==> src/rtl/parity_wq.sv <==
module parity_wq #(
  parameter int DATA_W = 32,
  parameter int DEPTH  = 8
) (
  input  logic              clk,
  input  logic              rst_n,
  input  logic              par_src,
  input  logic              wr_en,
  input  logic              wr_wait,
  input  logic [DATA_W-1:0] wr_data,
  input  logic              wr_par,
  input  logic              rd_en,
  input  logic              err_clr,
  output logic [DATA_W-1:0] rd_data,
  output logic              rd_poison,
  output logic              full,
  output logic              empty,
  output logic              err_flag
);
  localparam int AW = (DEPTH > 1) ? $clog2(DEPTH) : 1;
  localparam int CW = $clog2(DEPTH + 1);
  localparam logic [AW-1:0] LAST = AW'(DEPTH - 1);

  logic [DATA_W:0] mem [DEPTH];
  logic [AW-1:0]   wr_ptr, rd_ptr;
  logic [CW-1:0]   cnt;
  logic [DATA_W:0] head;
  logic            push, pop, par_bit;

  assign full    = (cnt == CW'(DEPTH));
  assign empty   = (cnt == '0);
  assign push    = wr_en & ~wr_wait & ~full;
  assign pop     = rd_en & ~empty;
  assign par_bit = par_src ? wr_par : ^wr_data;

  assign head      = mem[rd_ptr];
  assign rd_data   = head[DATA_W-1:0];
  assign rd_poison = ~empty & (^head);

  always_ff @(posedge clk) begin
    if (push) mem[wr_ptr] <= {par_bit, wr_data};
  end

  always_ff @(posedge clk or negedge rst_n) begin
    if (!rst_n) begin
      wr_ptr   <= '0;
      rd_ptr   <= '0;
      cnt      <= '0;
      err_flag <= 1'b0;
    end else begin
      if (push) wr_ptr <= (wr_ptr == LAST) ? '0 : wr_ptr + 1'b1;
      if (pop)  rd_ptr <= (rd_ptr == LAST) ? '0 : rd_ptr + 1'b1;
      case ({push, pop})
        2'b10:   cnt <= cnt + 1'b1;
        2'b01:   cnt <= cnt - 1'b1;
        default: cnt <= cnt;
      endcase
      if (pop && rd_poison) err_flag <= 1'b1;
      else if (err_clr)     err_flag <= 1'b0;
    end
  end
endmodule


==> config.mk <==
export PLATFORM = sky130hd
export DESIGN_NAME = parity_wq
export DESIGN_NICKNAME = d
export VERILOG_FILES = /design/src/rtl/parity_wq.sv
export SDC_FILE = /design/constraint.sdc
export NUM_CORES = 1
export LEC_CHECK = 0
export BUFFER_PORTS_ARGS = -buffer_cell sky130_fd_sc_hd__buf_2
export CAP_MARGIN = 5
export CORE_UTILIZATION = 65
export CTS_BUF_LIST = sky130_fd_sc_hd__clkbuf_16
export DETAILED_ROUTE_END_ITERATION = 10
export PLACE_DENSITY_LB_ADDON = 0.2
export REMOVE_ABC_BUFFERS = 1
export SYNTH_ARGS = -nofsm -noshare
export SYNTH_HDL_FRONTEND = slang
export SYNTH_SLANG_ARGS = --single-unit
==> constraint.sdc <==
create_clock -name clk -period 12.6 [get_ports clk]
set_input_delay 1.26 -clock clk [delete_from_list [all_inputs] [get_ports clk]]
set_output_delay 1.26 -clock clk [all_outputs]
set_load 0.03 [all_outputs]
==> flow_summary.toml <==
[status]
status = "finished clean"

[worst_setup_path]
crit_arrival_ns = 4.87
start_kind = "register"
crit_path_frequent_cell = "xnor3_1"
cp_cell_sequence = "buf_4 -> mux4_1 -> mux2_2 -> xor2_1 -> xnor2_1 -> xnor3_1 -> xnor3_1 -> xnor3_1 -> nor2_1 -> buf_2"
crit_slowest_cell = "dfrtp_4"
critPathLaunch = "rd_ptr[1]"
critical_path_class = "reg -> out"
critPathMaxFanout = 39
slowest_delay_ns = 0.88
r2r_cells = 9
end_kind = "output pin"
reg2reg_to = "err_flag"
ff2ff_setup_slack_ns = 8.34
cp_data_required_time_ns = 11.34
timing.rr.start = "rd_ptr[1]"
crit_path_end = "rd_poison"

[synthesis]
async_reset_ff_share_pct = 4.000
synth_area_per_cell_um2 = 21.53
synth_edf_count = 264
synth_warnings = 0
seq_area_frac_synth_pct = 71.74
synth-main-ff-cell = "edfxtp_1"
synth_seq_cells = 275
yosysUniqueCellTypes = 40
synthCells = 531
syn_area_mm2 = 0.01143

[timing]
drv_slew = 0
fin_skew_ns = 0.01641
setup_viol_count_final = 0
final-hold-violation-count = 0
slew_headroom_pct = 32.40
finalSetupTns_ns = 0
holdWs_ns = 0.5004
rsz0062_at_grt = "false"
fin_crit_sh_pct = 48.66
layout_setup_ws_ns = 6.469
period_minus_slack_ns = 6.131
fmax_mhz = 163.1
tightest_slew_ns = 1.012

[clock_tree]
cts_tree = "done"
cts_resized = 0
clk_latency_ns = 0.52
clock-sinks = 275
root_buffer = "clkbuf_16"
ctsHoldBuffers = 0
clk_path_buf_depth = 3
cts_max_level = 1
numCtsBuffers = 27
clkTransAtPathRegs_ns = 0.06
cts_setup_buffers = 0

[layout]
n_antenna_cell = 0
area_growth_pct = 12.27
mostFrequentLayoutCells = "edfxtp_1 (264), buf_2 (75), xnor2_1 (37)"
final_common_cell = "edfxtp_1"
final_cells = 869
final.fill_count = 964
drive_above_1_share_pct = 31.83
fin_nets = 673

[placement]
gp_congestion = 0.6989
dp_cells = 821
pre_cts_ws_ns = 6.986
dp_hpwl_um = 12130
port_buffers = 75

[die]
dieArea_mm2 = 0.01813
fp.coreArea_mm2 = 0.01724
die_w_um = 134.6
num_io_pins = 76
start_util_pct = 66.34
fp.dieH_um = 134.6
rows = 48

[grt]
grt_pass1_vias = 5571
grt_overflow = 0
grt_max_degree = 40
antenna_found_initial = 1
grt_pass1_wl_um = 31720
grtUsageTotal_pct = 24.10

[route]
antenna_left = 0
drt_iter0_drc = 427
wl_um = 20700
first_pass_iters = 5
drc = 0
wl_per_cell_um = 23.82
vias = 5342
via_per_inst = 6.147

[flow_run]
cap_viol_max_count = 0

[min_path]
hold_class = "reg -> reg"
hold_start = "cnt[3]"
-- cells by family after synthesis --
family | count (synthesis) | share of synthesized area [%]
flops | 275 | 71.74
mux | 100 | 16.23
xor+xnor | 61 | 5.766
simple gates | 44 | 1.893
buf+inv | 27 | 2.046
compound gates | 16 | 1.390
fa+ha+maj | 8 | 0.9410
-- worst min path at each step --
stage | endpoint | slack [ns] | depth (start not counted)
after global routing | cnt[3] | 0.52 | 1
final | cnt[3] | 0.50 | 1
after global placement | cnt[3] | 0.47 | 1
after CTS | cnt[3] | 0.50 | 1
after detailed placement | cnt[3] | 0.49 | 1
after floorplan | cnt[3] | 0.46 | 1
-- state kept, by name (all words and copies together), names as in the netlist --
name,flops
mem,264
cnt,4
rd_ptr,3
wr_ptr,3
err_flag,1
-- Yosys cell counts, drive strengths merged, types with 6 or more instances --
library cell  number  share of area [%]
mux2              25                2.5
buf               18                1.7
dfrtp             11                2.4
nor2b              9               0.49
nand2             15               0.49
mux4              58                 12
a221oi             8               0.93
mux2i             17                1.5
inv                6               0.20
xor2              14                1.1
edfxtp           264                 69
xnor2             41                3.4
ha                 7               0.77
nor2               9               0.30
-- worst max-delay path: cells and delay by family (launching register included) --
family	cells	cell delay, ns
xor+xnor	5	1.58
buf+inv	2	0.84
mux	2	0.92
flops	1	0.88
simple gates	1	0.11
-- layer usage --
layer,track usage [%],part of all wire [%],vias up
met2,41.58,52,152
met1,32.90,41,2817
met5,0,0.058,-
met4,4.931,1.3,2
met3,4.129,5.5,28
li1,-,-,2343
-- cell type report --
| class | instances | area (µm²) | area share (%) |
|---|---|---|---|
| clock buffer | 27 | 675.6 | 5.263 |
| clock inverter | 21 | 137.6 | 1.072 |
| inverter | 6 | 22.52 | 0.1754 |
| multi-input combinational | 229 | 3053 | 23.78 |
| sequential | 275 | 8209 | 63.95 |
| tap | 225 | 281.5 | 2.193 |
| timing repair buffer | 86 | 457.9 | 3.567 |
-- metrics by stage --
step | instance area, µm² | utilization, %
floorplan | 11220 | -
global placement | 12020 | 69.76
detailed placement | 12020 | 69.76
CTS | 12840 | 74.48
global route | 12840 | 74.48
finish | 12840 | 74.48
Power is left out: the tool's default activity adds up to more than one toggle a clock period on the data nets, which glitch-free logic cannot reach.
